<file path="src/rtl/uart_pkg.sv">
package uart_pkg;
  typedef enum logic [1:0] {
    MODE_NORMAL = 2'd0,
    MODE_ECHO   = 2'd1,
    MODE_LOCAL  = 2'd2,
    MODE_REMOTE = 2'd3
  } chan_mode_e;

  typedef enum logic [2:0] {
    PH_IDLE, PH_START, PH_DATA, PH_PAR, PH_STOP
  } phase_e;

  // Parity bit that completes the chosen polarity over the data bits.
  function automatic logic par_of(input logic [7:0] d, input logic odd);
    return (^d) ^ odd;
  endfunction
endpackage

</file>
<file path="src/rtl/uart_prescale.sv">
module uart_prescale #(
  parameter int DIV_W = 8
) (
  input  logic             clk,
  input  logic             rst_n,
  input  logic [DIV_W-1:0] div,
  output logic             tick
);
  logic [DIV_W-1:0] cnt_q, cnt_d;

  always_comb begin
    tick  = (cnt_q >= div);
    cnt_d = tick ? '0 : cnt_q + 1'b1;
  end

  always_ff @(posedge clk or negedge rst_n)
    if (!rst_n) cnt_q <= '0;
    else        cnt_q <= cnt_d;
endmodule

</file>
<file path="src/rtl/uart_fifo.sv">
module uart_fifo #(
  parameter int WIDTH = 8,
  parameter int DEPTH = 4,
  localparam int PW   = (DEPTH > 1) ? $clog2(DEPTH) : 1,
  localparam int CW   = $clog2(DEPTH + 1)
) (
  input  logic             clk,
  input  logic             rst_n,
  input  logic             push,
  input  logic [WIDTH-1:0] din,
  input  logic             pop,
  output logic [WIDTH-1:0] dout,
  output logic [CW-1:0]    count,
  output logic             full,
  output logic             empty
);
  logic [WIDTH-1:0] mem_q [DEPTH];
  logic [PW-1:0]    wr_q, wr_d, rd_q, rd_d;
  logic [CW-1:0]    cnt_q, cnt_d;
  logic             do_push, do_pop;

  always_comb begin
    full    = (cnt_q == CW'(DEPTH));
    empty   = (cnt_q == '0);
    do_push = push && !full;
    do_pop  = pop && !empty;
    wr_d    = wr_q;
    rd_d    = rd_q;
    if (do_push) wr_d = (wr_q == PW'(DEPTH - 1)) ? '0 : wr_q + 1'b1;
    if (do_pop)  rd_d = (rd_q == PW'(DEPTH - 1)) ? '0 : rd_q + 1'b1;
    cnt_d   = cnt_q + CW'(do_push) - CW'(do_pop);
    dout    = mem_q[rd_q];
    count   = cnt_q;
  end

  always_ff @(posedge clk)
    if (do_push) mem_q[wr_q] <= din;

  always_ff @(posedge clk or negedge rst_n)
    if (!rst_n) begin
      wr_q  <= '0;
      rd_q  <= '0;
      cnt_q <= '0;
    end else begin
      wr_q  <= wr_d;
      rd_q  <= rd_d;
      cnt_q <= cnt_d;
    end
endmodule

</file>
<file path="src/rtl/uart_tx.sv">
module uart_tx
  import uart_pkg::*;
#(
  parameter int STOP_W = 5
) (
  input  logic              clk,
  input  logic              rst_n,
  input  logic              tick,
  input  logic [1:0]        len,
  input  logic              par_en,
  input  logic              par_odd,
  input  logic [STOP_W-1:0] stop_x,
  input  logic              go,
  input  logic [7:0]        din,
  output logic              take,
  output logic              busy,
  output logic              line
);
  phase_e     ph_q, ph_d;
  logic [5:0] cnt_q, cnt_d, last;
  logic [2:0] bit_q, bit_d;
  logic [7:0] sh_q, sh_d, masked;
  logic       par_q, par_d;

  always_comb begin
    ph_d   = ph_q;
    cnt_d  = cnt_q;
    bit_d  = bit_q;
    sh_d   = sh_q;
    par_d  = par_q;
    take   = 1'b0;
    masked = din & (8'hFF >> (2'd3 - len));
    last   = (ph_q == PH_STOP) ?
             6'd15 + ((stop_x > STOP_W'(16)) ? 6'd16 : 6'(stop_x)) : 6'd15;
    if (ph_q == PH_IDLE) begin
      if (go) begin
        take  = 1'b1;
        sh_d  = masked;
        par_d = par_of(masked, par_odd);
        cnt_d = '0;
        ph_d  = PH_START;
      end
    end else if (tick) begin
      if (cnt_q == last) begin
        cnt_d = '0;
        unique case (ph_q)
          PH_START: begin ph_d = PH_DATA; bit_d = '0; end
          PH_DATA: begin
            sh_d = sh_q >> 1;
            if (bit_q == 3'd4 + 3'(len)) ph_d = par_en ? PH_PAR : PH_STOP;
            else bit_d = bit_q + 1'b1;
          end
          PH_PAR:  ph_d = PH_STOP;
          default: ph_d = PH_IDLE;
        endcase
      end else begin
        cnt_d = cnt_q + 1'b1;
      end
    end
    busy = (ph_q != PH_IDLE);
    unique case (ph_q)
      PH_START: line = 1'b0;
      PH_DATA:  line = sh_q[0];
      PH_PAR:   line = par_q;
      default:  line = 1'b1;
    endcase
  end

  always_ff @(posedge clk or negedge rst_n)
    if (!rst_n) begin
      ph_q  <= PH_IDLE;
      cnt_q <= '0;
      bit_q <= '0;
      sh_q  <= '0;
      par_q <= 1'b0;
    end else begin
      ph_q  <= ph_d;
      cnt_q <= cnt_d;
      bit_q <= bit_d;
      sh_q  <= sh_d;
      par_q <= par_d;
    end
endmodule

</file>
<file path="src/rtl/uart_rx.sv">
module uart_rx
  import uart_pkg::*;
(
  input  logic       clk,
  input  logic       rst_n,
  input  logic       tick,
  input  logic       rx_in,
  input  logic [1:0] len,
  input  logic       par_en,
  input  logic       par_odd,
  output logic       valid,
  output logic [7:0] data,
  output logic       par_err,
  output logic       frm_err
);
  phase_e     ph_q, ph_d;
  logic [3:0] cnt_q, cnt_d;
  logic [2:0] bit_q, bit_d;
  logic [7:0] sh_q, sh_d;
  logic       pb_q, pb_d, arm_q, arm_d, start;

  always_comb begin
    ph_d    = ph_q;
    cnt_d   = cnt_q;
    bit_d   = bit_q;
    sh_d    = sh_q;
    pb_d    = pb_q;
    valid   = 1'b0;
    par_err = 1'b0;
    frm_err = 1'b0;
    data    = sh_q >> (2'd3 - len);
    start   = (ph_q == PH_IDLE) && tick && !rx_in && arm_q;
    arm_d   = rx_in | (arm_q & (ph_q == PH_IDLE) & ~start);
    if (start) begin
      ph_d  = PH_START;
      cnt_d = '0;
    end else if (tick && ph_q != PH_IDLE) begin
      cnt_d = cnt_q + 1'b1;
      if (ph_q == PH_START && cnt_q == 4'd7) begin
        cnt_d = '0;
        bit_d = '0;
        ph_d  = rx_in ? PH_IDLE : PH_DATA;
      end else if (ph_q != PH_START && cnt_q == 4'd15) begin
        unique case (ph_q)
          PH_DATA: begin
            sh_d = {rx_in, sh_q[7:1]};
            if (bit_q == 3'd4 + 3'(len)) ph_d = par_en ? PH_PAR : PH_STOP;
            else bit_d = bit_q + 1'b1;
          end
          PH_PAR: begin pb_d = rx_in; ph_d = PH_STOP; end
          default: begin
            valid   = 1'b1;
            frm_err = !rx_in;
            par_err = par_en && (pb_q != par_of(data, par_odd));
            ph_d    = PH_IDLE;
          end
        endcase
      end
    end
  end

  always_ff @(posedge clk or negedge rst_n)
    if (!rst_n) begin
      ph_q  <= PH_IDLE;
      cnt_q <= '0;
      bit_q <= '0;
      sh_q  <= '0;
      pb_q  <= 1'b0;
      arm_q <= 1'b0;
    end else begin
      ph_q  <= ph_d;
      cnt_q <= cnt_d;
      bit_q <= bit_d;
      sh_q  <= sh_d;
      pb_q  <= pb_d;
      arm_q <= arm_d;
    end
endmodule

</file>
<file path="src/rtl/uart_chan.sv">
module uart_chan
  import uart_pkg::*;
#(
  parameter int DIV_W    = 8,
  parameter int RX_DEPTH = 4,
  parameter int TX_DEPTH = 2,
  parameter int STOP_W   = 5,
  localparam int RX_CW   = $clog2(RX_DEPTH + 1),
  localparam int TX_CW   = $clog2(TX_DEPTH + 1)
) (
  input  logic       clk,
  input  logic       rst_n,
  input  logic       wr_en,
  input  logic       rd_en,
  input  logic [2:0] addr,
  input  logic [7:0] wdata,
  output logic [7:0] rdata,
  input  logic       rxd,
  output logic       txd,
  input  logic       cts_n,
  output logic       rts_n,
  output logic       irq
);
  logic [1:0]        rst_sync_q;
  logic              rst_i;
  logic [6:0]        frame_q, frame_d;
  logic [STOP_W-1:0] stop_q, stop_d;
  logic [DIV_W-1:0]  div_q, div_d;
  logic [2:0]        mask_q, mask_d;
  logic              pe_q, pe_d, fe_q, fe_d, ov_q, ov_d, err_clr;
  logic              rx_s1_q, rx_s2_q, rx_in, tick;
  chan_mode_e        mode;
  logic              flow, par_en, par_odd, cts_ok;
  logic              tx_take, tx_busy, tx_line, tx_full, tx_empty, tx_push;
  logic [7:0]        tx_dout, rx_dout, rx_data;
  logic [TX_CW-1:0]  tx_count;
  logic [RX_CW-1:0]  rx_count;
  logic              rx_valid, rx_perr, rx_ferr, rx_push, rx_pop, rx_full, rx_empty;

  // reset: asserted asynchronously, released on the clock
  always_ff @(posedge clk or negedge rst_n)
    if (!rst_n) rst_sync_q <= 2'b00;
    else        rst_sync_q <= {rst_sync_q[0], 1'b1};
  assign rst_i = rst_sync_q[1];

  always_comb begin
    mode    = chan_mode_e'(frame_q[6:5]);
    flow    = frame_q[4];
    par_en  = (frame_q[3:2] == 2'd1) || (frame_q[3:2] == 2'd2);
    par_odd = (frame_q[3:2] == 2'd2);
    cts_ok  = !(flow && cts_n);
    rx_in   = (mode == MODE_LOCAL) ? tx_line : rx_s2_q;
    tx_push = wr_en && (addr == 3'd0);
    rx_pop  = rd_en && (addr == 3'd0);
    rx_push = rx_valid && (mode != MODE_REMOTE);
    unique case (mode)
      MODE_NORMAL: txd = tx_line;
      MODE_LOCAL:  txd = 1'b1;
      default:     txd = rx_s2_q;
    endcase
    rts_n   = flow && rx_full;
    irq     = |(mask_q & {pe_q | fe_q | ov_q, ~tx_full, ~rx_empty});
  end

  // register writes and error flags, next state
  always_comb begin
    frame_d = frame_q;
    stop_d  = stop_q;
    div_d   = div_q;
    mask_d  = mask_q;
    if (wr_en) begin
      unique case (addr)
        3'd1:    frame_d = wdata[6:0];
        3'd2:    stop_d  = wdata[STOP_W-1:0];
        3'd3:    div_d   = wdata[DIV_W-1:0];
        3'd4:    mask_d  = wdata[2:0];
        default: ;
      endcase
    end
    err_clr = wr_en && (addr == 3'd5) && wdata[0];
    pe_d    = !err_clr && (pe_q || (rx_valid && rx_perr));
    fe_d    = !err_clr && (fe_q || (rx_valid && rx_ferr));
    ov_d    = !err_clr && (ov_q || (rx_push && rx_full));
  end

  always_ff @(posedge clk or negedge rst_i)
    if (!rst_i) begin
      frame_q <= 7'h03;
      stop_q  <= '0;
      div_q   <= '0;
      mask_q  <= '0;
      pe_q    <= 1'b0;
      fe_q    <= 1'b0;
      ov_q    <= 1'b0;
      rx_s1_q <= 1'b1;
      rx_s2_q <= 1'b1;
    end else begin
      frame_q <= frame_d;
      stop_q  <= stop_d;
      div_q   <= div_d;
      mask_q  <= mask_d;
      pe_q    <= pe_d;
      fe_q    <= fe_d;
      ov_q    <= ov_d;
      rx_s1_q <= rxd;
      rx_s2_q <= rx_s1_q;
    end

  always_comb begin
    unique case (addr)
      3'd0:    rdata = rx_empty ? 8'h00 : rx_dout;
      3'd1:    rdata = {1'b0, rx_full, ov_q, fe_q, pe_q,
                        !tx_busy && tx_empty, !tx_full, !rx_empty};
      3'd2:    rdata = 8'(stop_q);
      3'd3:    rdata = 8'(div_q);
      3'd4:    rdata = {5'd0, mask_q};
      3'd5:    rdata = {1'b0, frame_q};
      default: rdata = 8'h00;
    endcase
  end

  uart_prescale #(.DIV_W(DIV_W)) u_pre (
    .clk(clk), .rst_n(rst_i), .div(div_q), .tick(tick));

  uart_fifo #(.WIDTH(8), .DEPTH(TX_DEPTH)) u_txq (
    .clk(clk), .rst_n(rst_i), .push(tx_push), .din(wdata), .pop(tx_take),
    .dout(tx_dout), .count(tx_count), .full(tx_full), .empty(tx_empty));

  uart_tx #(.STOP_W(STOP_W)) u_tx (
    .clk(clk), .rst_n(rst_i), .tick(tick), .len(frame_q[1:0]),
    .par_en(par_en), .par_odd(par_odd), .stop_x(stop_q),
    .go(!tx_empty && cts_ok), .din(tx_dout), .take(tx_take),
    .busy(tx_busy), .line(tx_line));

  uart_rx u_rx (
    .clk(clk), .rst_n(rst_i), .tick(tick), .rx_in(rx_in), .len(frame_q[1:0]),
    .par_en(par_en), .par_odd(par_odd), .valid(rx_valid), .data(rx_data),
    .par_err(rx_perr), .frm_err(rx_ferr));

  uart_fifo #(.WIDTH(8), .DEPTH(RX_DEPTH)) u_rxq (
    .clk(clk), .rst_n(rst_i), .push(rx_push), .din(rx_data), .pop(rx_pop),
    .dout(rx_dout), .count(rx_count), .full(rx_full), .empty(rx_empty));
endmodule

</file>
<file path="config.mk">
export PLATFORM = sky130hd
export DESIGN_NAME = uart_chan
export DESIGN_NICKNAME = d
export VERILOG_FILES = /design/src/rtl/uart_pkg.sv /design/src/rtl/uart_prescale.sv /design/src/rtl/uart_fifo.sv /design/src/rtl/uart_tx.sv /design/src/rtl/uart_rx.sv /design/src/rtl/uart_chan.sv
export SDC_FILE = /design/constraint.sdc
export NUM_CORES = 1
export LEC_CHECK = 0
export ABC_CLOCK_PERIOD_IN_PS = 3750
export BUFFER_PORTS_ARGS = -buffer_cell sky130_fd_sc_hd__buf_2
export CAP_MARGIN = 15
export CORE_MARGIN = 4
export CORE_UTILIZATION = 51
export DETAILED_ROUTE_END_ITERATION = 8
export GPL_TIMING_DRIVEN = 1
export PLACE_DENSITY = 0.7
export SLEW_MARGIN = 20
export SYNTH_ARGS = -nofsm -noshare
export SYNTH_HDL_FRONTEND = slang
export SYNTH_SLANG_ARGS = --single-unit
export TNS_END_PERCENT = 5
</file>
<file path="constraint.sdc">
create_clock -name clk -period 3.75 [get_ports clk]
set_input_delay 0.9375 -clock clk [delete_from_list [all_inputs] [get_ports clk]]
set_output_delay 0.9375 -clock clk [all_outputs]
set_load 0.005 [all_outputs]
</file>
==> key figures, run 1 <==
Global route
  • Vias in the first global route: 5099
  • Largest net degree at the start of global routing: 56
  • All-layer global routing usage: 20.8%
  • Initial antenna violation count: 0
  • First-pass GRT wire length: 26400 microns
  • Total congestion overflow: 0

Detailed routing
  • Drt drc: 0
  • Final Routed Wirelength: ~16000 microns
  • Vias after detailed routing: 4927
  • Drt initial violations: 285
  • Post-route antenna net violation count: 0
  • TritonRoute pass-1 iters: 5
  • Vias per cell: 5.95
  • Routed WL per cell: 19.3 microns

Logic synthesis
  • Cells after Synth: 613
  • Async S/R FF share, synth: between 60 and 70%
  • Mapped Area: roughly 0.0073 sq mm
  • Sequential fraction of the synthesis area: about half
  • Top-count cell post-synth: dfrtp_1
  • Synth cell types: 71
  • Yosys top cell area share: 29.6%
  • Avg Inst Size Synth: 11.9 sq um
  • Area leader, netlist: dfrtp_1
  • Synth Flop Type: dfrtp_1
  • Ranking of synthesized cells by area: dfrtp_1 30%, edfxtp_1 20%, mux2_2 7.3%
  • Synth Warn #: 0
  • Post-synth EDFFs: 48
  • Syn nets: 655
  • Synth top cells by count: 86 x dfrtp_1, 48 x edfxtp_1, 47 x mux2_2
  • #FFs+latches synth: ~140

Clock tree
  • CTS Buf Count: 17
  • Hold buffer count at cts: 0
  • Post-CTS resize count: 0
  • Post-CTS setup buffers: 0
  • Clock root cell: clkbuf_16
  • Clock Path Buffers: 2
  • CTS tree: yes
  • H-Tree Level Count: 4
  • Clock Latency Late Sink: 0.42 ns
  • Clk sinks: 138
  • Worst-path clk slew: roughly 0.06 ns

Timing
  • Least-Margin Pin Slew: roughly 0.8 ns
  • RSZ-0062 raised after global routing: false
  • Max-slew headroom: 45.1%
  • Clk_skew: 0.00697 ns
  • Final Hold Vio Count: 0
  • Final setup vio count: 0
  • Post-layout min period: 3.32 ns
  • Tcrit/Tclk final: 88.5%
  • Fin Setup TNS: 0 ns
  • Final slew viol count: 0
  • Fmax: around 300 MHz

Floorplanning
  • # rows: 43
  • I/O Pins: 28
  • Die Footprint: 0.0162 sq mm
  • Initial core utilization: 52.2%
  • Die Span Y: 127 microns
  • Core area: 0.0139 sq mm
  • Die W: 127 microns

Power
  • VDD IR max: 0.394 mV
  • Pwr Density: 618 mW/mm^2
  • Leak: 0.00339 uW
  • Power Total: between 5000 and 6000 uW

Critical path
  • Critical path capture point type: flop
  • Arr. time, crit path: 3.62 ns
  • Critical path type: flop to flop
  • Worst Path Required: 4.05 ns
  • Critical Path Fanout Max: 13
  • Startpoint Class: flop

Layout
  • Area of the multi-input gates: 0.00333 sq mm
  • Layout fillers: 1104
  • Number of antenna diodes: 0
  • Ratio of cells with drive above 1 in the final layout: between 20% and 30%
  • Area grow syn2layout: 11.9%
  • Sequential Area: 0.00370 sq mm
  • Nets: 677
  • Post-layout util: 58.4%

Place
  • Post-detail-place hpwl: 11200 microns
  • # port buffers: 27
  • GPL Wtd Cong: 0.896

Status
  • Status: completed

Worst hold path
  • Hold crit path type: input port to async pin

Run
  • MaxCap Viol Count: 0
[report_power, final]
group	total, uW	switching, uW	internal, uW
clock	1620	643	981
sequential	2200	387	1810
combinational	1200	576	623
[logic make-up (layout without fill, tap and decap cells)]
kind of cell	Yosys count	in the layout	synth area share, %
buffers and inverters	61	96	3.37
DFF	138	138	50.9
other	1	1	0.0516
AOI/OAI and AO/OA	117	117	11.8
muxes	72	72	13.0
adders and majority gates	25	25	4.41
xor gates and xnor gates	37	37	4.65
and+or+nand+nor	162	162	11.9
[through the flow]
stage / std cells / setup slack [ns] / instance area (sq um) / hold slack, ns
detailed placement: 796 / 0.477 / 7550 / 0.336
global placement: 796 / 0.568 / 7550 / 0.340
floorplan: 613 / 0.617 / 7270 / 0.331
finish: 828 / 0.433 / 8130 / 0.295
CTS: 828 / 0.459 / 8130 / 0.276
global route: 828 / 0.227 / 8130 / 0.280
[critical path: stages (launching register included)]
cell      delay [ns]
dfrtp_1         0.47
nor2b_1         0.29
inv_1           0.08
ha_1            0.25
or4b_4          0.55
a21o_1          0.20
a31oi_2         0.18
o221ai_2        0.33
o31ai_4         0.45
mux2_2          0.39
[sequential cells by signal, summed over array words and instances (netlist names), 2 cells and up]
name / count
u_rxq.mem_q: 32
u_rxq.wr_q: 2
div_q: 8
frame_q: 7
u_rx.ph_q: 3
stop_q: 5
rst_sync_q: 2
u_rx.bit_q: 3
u_txq.count: 2
mask_q: 3
u_tx.bit_q: 3
u_rx.sh_q: 8
u_rx.cnt_q: 4
u_pre.cnt_q: 8
u_rxq.count: 3
u_tx.ph_q: 3
u_tx.cnt_q: 6
u_txq.mem_q: 16
u_tx.sh_q: 8
u_rxq.rd_q: 2
[layer usage]
metal	vias to the layer above	global-route usage (%)	routed length (microns)
li1	2298	-	-
met1	2480	26.4	6730
met2	130	35.2	8250
met3	19	5.31	735
met4	0	6.12	230
met5	-	0	0
[cell type report]
| class | instances | share of cell area, % |
|---|---|---|
| Sequential cell | 138 | 45.5 |
| Multi-Input combinational cell | 414 | 40.9 |
| Clock buffer | 19 | 5.32 |
| Tap cell | 180 | 2.77 |
| Timing Repair Buffer | 34 | 2.31 |
| Clock inverter | 13 | 1.78 |
| Inverter | 30 | 1.38 |
[placed cells by master, fill, tap and decap left out, types with 13 or more instances in the layout]
cell type  netlist  final
xor2_1          13     13
clkbuf_16        0     17
o21ai_0         33     33
nor2_1          32     32
dfrtp_1         86     85
mux2_2          47     47
xnor2_1         23     23
ha_1            24     24
edfxtp_1        48     48
buf_2            1     27
inv_1           30     30
nand2_1         33     33
nand3_1         16     16
mux4_2          13     13
[worst paths after layout]
path | end | from | slack [ns] | depth (start not counted)
worst min-delay path | rst_sync_q[1]$_DFF_PN0_ | rst_n | 0.29 | 1
worst min register to register | rst_sync_q[1]$_DFF_PN0_ | rst_sync_q[0]$_DFF_PN0_ | 0.35 | 0
worst max register to register | u_tx.sh_q[4]$_DFFE_PN0P_ | stop_q[4]$_DFFE_PN0P_ | 0.43 | 9
max in group asynchronous | frame_q[0]$_DFFE_PN1P_ | rst_sync_q[1]$_DFF_PN0_ | 2.42 | 1
min in group clk | rst_sync_q[1]$_DFF_PN0_ | rst_sync_q[0]$_DFF_PN0_ | 0.35 | 0
worst max-delay path | u_tx.sh_q[4]$_DFFE_PN0P_ | stop_q[4]$_DFFE_PN0P_ | 0.43 | 9
Note: power is estimated with default switching activity, not from simulation.
==> inputs of run 2 (changes only) <==
--- a/config.mk
+++ b/config.mk
@@ -13,6 +13,7 @@
 export DETAILED_ROUTE_END_ITERATION = 8
 export GPL_TIMING_DRIVEN = 1
 export PLACE_DENSITY = 0.7
+export RECOVER_POWER = 25
 export SLEW_MARGIN = 20
 export SYNTH_ARGS = -nofsm -noshare
 export SYNTH_HDL_FRONTEND = slang
==> run 2 against run 1 <==
Effect of this change:
- clock-buffer cell count unchanged
- sequential cell count did not move
- non-clock buffer count stayed put
- critical path type unchanged
- first-iteration DRC count shrank 5.6%
- setup slack about the same
- the flow now finishes with violations (max-capacitance violations, max-slew violations)
- critical endpoint unchanged
==> key figures, run 2 (synthesized netlist as in run 1, its figures left out) <==
Status
  • Status: finished, violations left
  • Violated checks: max-capacitance violations, max-slew violations

Global route
  • First-pass GRT wire length: 26400 microns (unchanged)
  • Vias in the first global route: 5099 (unchanged)
  • Total congestion overflow: 0 (unchanged)
  • Initial antenna violation count: 0 (unchanged)
  • All-layer global routing usage: 20.8% (unchanged)
  • Largest net degree at the start of global routing: 56 (unchanged)

Clock tree
  • H-Tree Level Count: 4 (unchanged)
  • Clock root cell: clkbuf_16
  • CTS Buf Count: 17 (unchanged)
  • Clk sinks: 138 (unchanged)
  • Hold buffer count at cts: 0 (unchanged)
  • Clock Path Buffers: 2 (unchanged)
  • Post-CTS setup buffers: 0 (unchanged)
  • Clock Latency Late Sink: 0.42 ns (about the same)
  • CTS tree: yes
  • Post-CTS resize count: 0 (unchanged)
  • Worst-path clk slew: 0.06 ns (about the same)

Floorplanning
  • Die Footprint: 0.0162 sq mm (unchanged)
  • Core area: 0.0139 sq mm (unchanged)
  • Die W: 127 microns (unchanged)
  • I/O Pins: 28 (unchanged)
  • Die Span Y: 127 microns (unchanged)
  • # rows: 43 (unchanged)
  • Initial core utilization: 52.2% (unchanged)

Detailed routing
  • Final Routed Wirelength: 15900 microns (-0.61%)
  • Drt drc: 0 (unchanged)
  • Drt initial violations: 269 (-5.6%)
  • Post-route antenna net violation count: 0 (unchanged)
  • TritonRoute pass-1 iters: 5 (unchanged)
  • Vias after detailed routing: 4921 (-0.12%)
  • Vias per cell: 5.94 (-0.12%)
  • Routed WL per cell: 19.1 microns (-0.61%)

Timing
  • Fin Setup TNS: 0 ns (unchanged)
  • Least-Margin Pin Slew: 2.19 ns (+1.37 ns)
  • Clk_skew: 0.00772 ns (+0.000746 ns)
  • Post-layout min period: 3.32 ns (-0.000171 ns)
  • Max-slew headroom: -46.0% (-91 points)
  • RSZ-0062 raised after global routing: false
  • Final setup vio count: 0 (unchanged)
  • Final Hold Vio Count: 0 (unchanged)
  • Fmax: 301 MHz (about the same)
  • Tcrit/Tclk final: 88.5% (about the same)
  • Final slew viol count: 56 (+56)

Layout
  • Nets: 677 (unchanged)
  • Ratio of cells with drive above 1 in the final layout: 20.2% (-1.5 points)
  • Fin cells: 828 (unchanged)
  • Largest reg by FF count: u_rxq.mem_q
  • Max reg flops: 32 (unchanged)
  • Most frequent cells in the layout: 86 x dfrtp_1, 48 x edfxtp_1, 47 x mux2_2
  • Area grow syn2layout: 11.7%
  • Layout fillers: 1108 (+0.36%)
  • Most common cell after layout, fill and taps aside: dfrtp_1
  • Biggest regs: u_rxq.mem_q (32), u_txq.mem_q (16)
  • Number of antenna diodes: 0 (unchanged)

Critical path
  • Critical path type: flop to flop
  • Reg2Reg Depth: 9 (unchanged)
  • Arr. time, crit path: 3.62 ns (about the same)
  • Critical path origin: stop_q[4]$_DFFE_PN0P_
  • Worst Path Required: 4.05 ns (about the same)
  • Critical Path Fanout Max: 13 (unchanged)
  • Crit path capture: u_tx.sh_q[4]$_DFFE_PN0P_
  • Crit Reg-Reg Startpoint: stop_q[4]$_DFFE_PN0P_
  • Startpoint Class: flop
  • Reg2reg end: u_tx.sh_q[4]$_DFFE_PN0P_
  • Internal reg-to-reg setup slack: 0.43 ns (about the same)
  • Critical path capture point type: flop

Place
  • GPL Wtd Cong: 0.896 (unchanged)
  • Placed insts: 796 (unchanged)
  • Post-detail-place hpwl: 11200 microns (unchanged)
  • # port buffers: 27 (unchanged)

Power
  • Leak: 0.00336 uW (-0.70%)
  • Pwr Density: 619 mW/mm^2 (+0.14%)
  • VDD IR max: 0.394 mV (-0.13%)

Worst hold path
  • Hold crit path type: input port to async pin

Run
  • MaxCap Viol Count: 1 (+1)
run 2: cell count changes in the layout (fill, tap and decap cells not counted), sizes merged:
cell | before | now
buf | 34 | 25
clkbuf | 19 | 28
run 2: how the worst min path moves through the flow:
| stage | cells after the start | slack (ns) | to | from |
|---|---|---|---|---|
| floorplan | 0 | 0.33 | rst_sync_q[1]$_DFF_PN0_ | rst_sync_q[0]$_DFF_PN0_ |
| global placement | 0 | 0.34 | rst_sync_q[1]$_DFF_PN0_ | rst_sync_q[0]$_DFF_PN0_ |
| detailed placement | 0 | 0.34 | rst_sync_q[1]$_DFF_PN0_ | rst_sync_q[0]$_DFF_PN0_ |
| CTS | 1 | 0.28 | rst_sync_q[1]$_DFF_PN0_ | rst_n |
| global route | 1 | 0.29 | rst_sync_q[1]$_DFF_PN0_ | rst_n |
| finish | 1 | 0.30 | rst_sync_q[0]$_DFF_PN0_ | rst_n |
run 2: worst max-delay path, cell delays in order (launching register included):
cell and delay (ns):
dfrtp_1 0.47, nor2b_1 0.29, inv_1 0.08, ha_1 0.25, or4b_4 0.55, a21o_1 0.20, a31oi_2 0.18, o221ai_2 0.33
o31ai_4 0.45, mux2_2 0.39
run 2: metrics by stage:
stage	power [uW]	hold slack (ns)	util, %	cell area, sq um	setup WS (ns)
final	5020	0.298	58.3	8120	0.433
after global routing	5310	0.293	58.3	8120	0.227
after CTS	5060	0.276	58.4	8130	0.459
after detailed placement	3410	0.336	54.2	7550	0.477
after global placement	3340	0.340	54.2	7550	0.568
after floorplan	3040	0.331	-	7270	0.617
run 2: where the power goes:
part | switching (uW) | total (uW) | internal (uW) | leakage, uW
clock network | 644 | 1630 | 981 | 0.000262
logic | 573 | 1200 | 622 | 0.00156
registers | 387 | 2200 | 1810 | 0.00155
total | 1600 | 5020 | 3420 | 0.00336
run 2: layout make-up:
type | instances | area, sq um | area share (%)
clock buffer | 19 | 433 | 5.33
clock inverter | 13 | 145 | 1.79
sequential | 138 | 3700 | 45.6
timing repair buffer | 34 | 176 | 2.17
tap | 180 | 225 | 2.77
inverter | 30 | 113 | 1.39
multi-input combinational | 414 | 3330 | 41.0
run 2: routing by layer:
metal	routed length (microns)	global-route usage (%)
met1	6750	26.4
met2	8230	35.2
met3	628	5.31
met4	249	6.12
met5	0	0
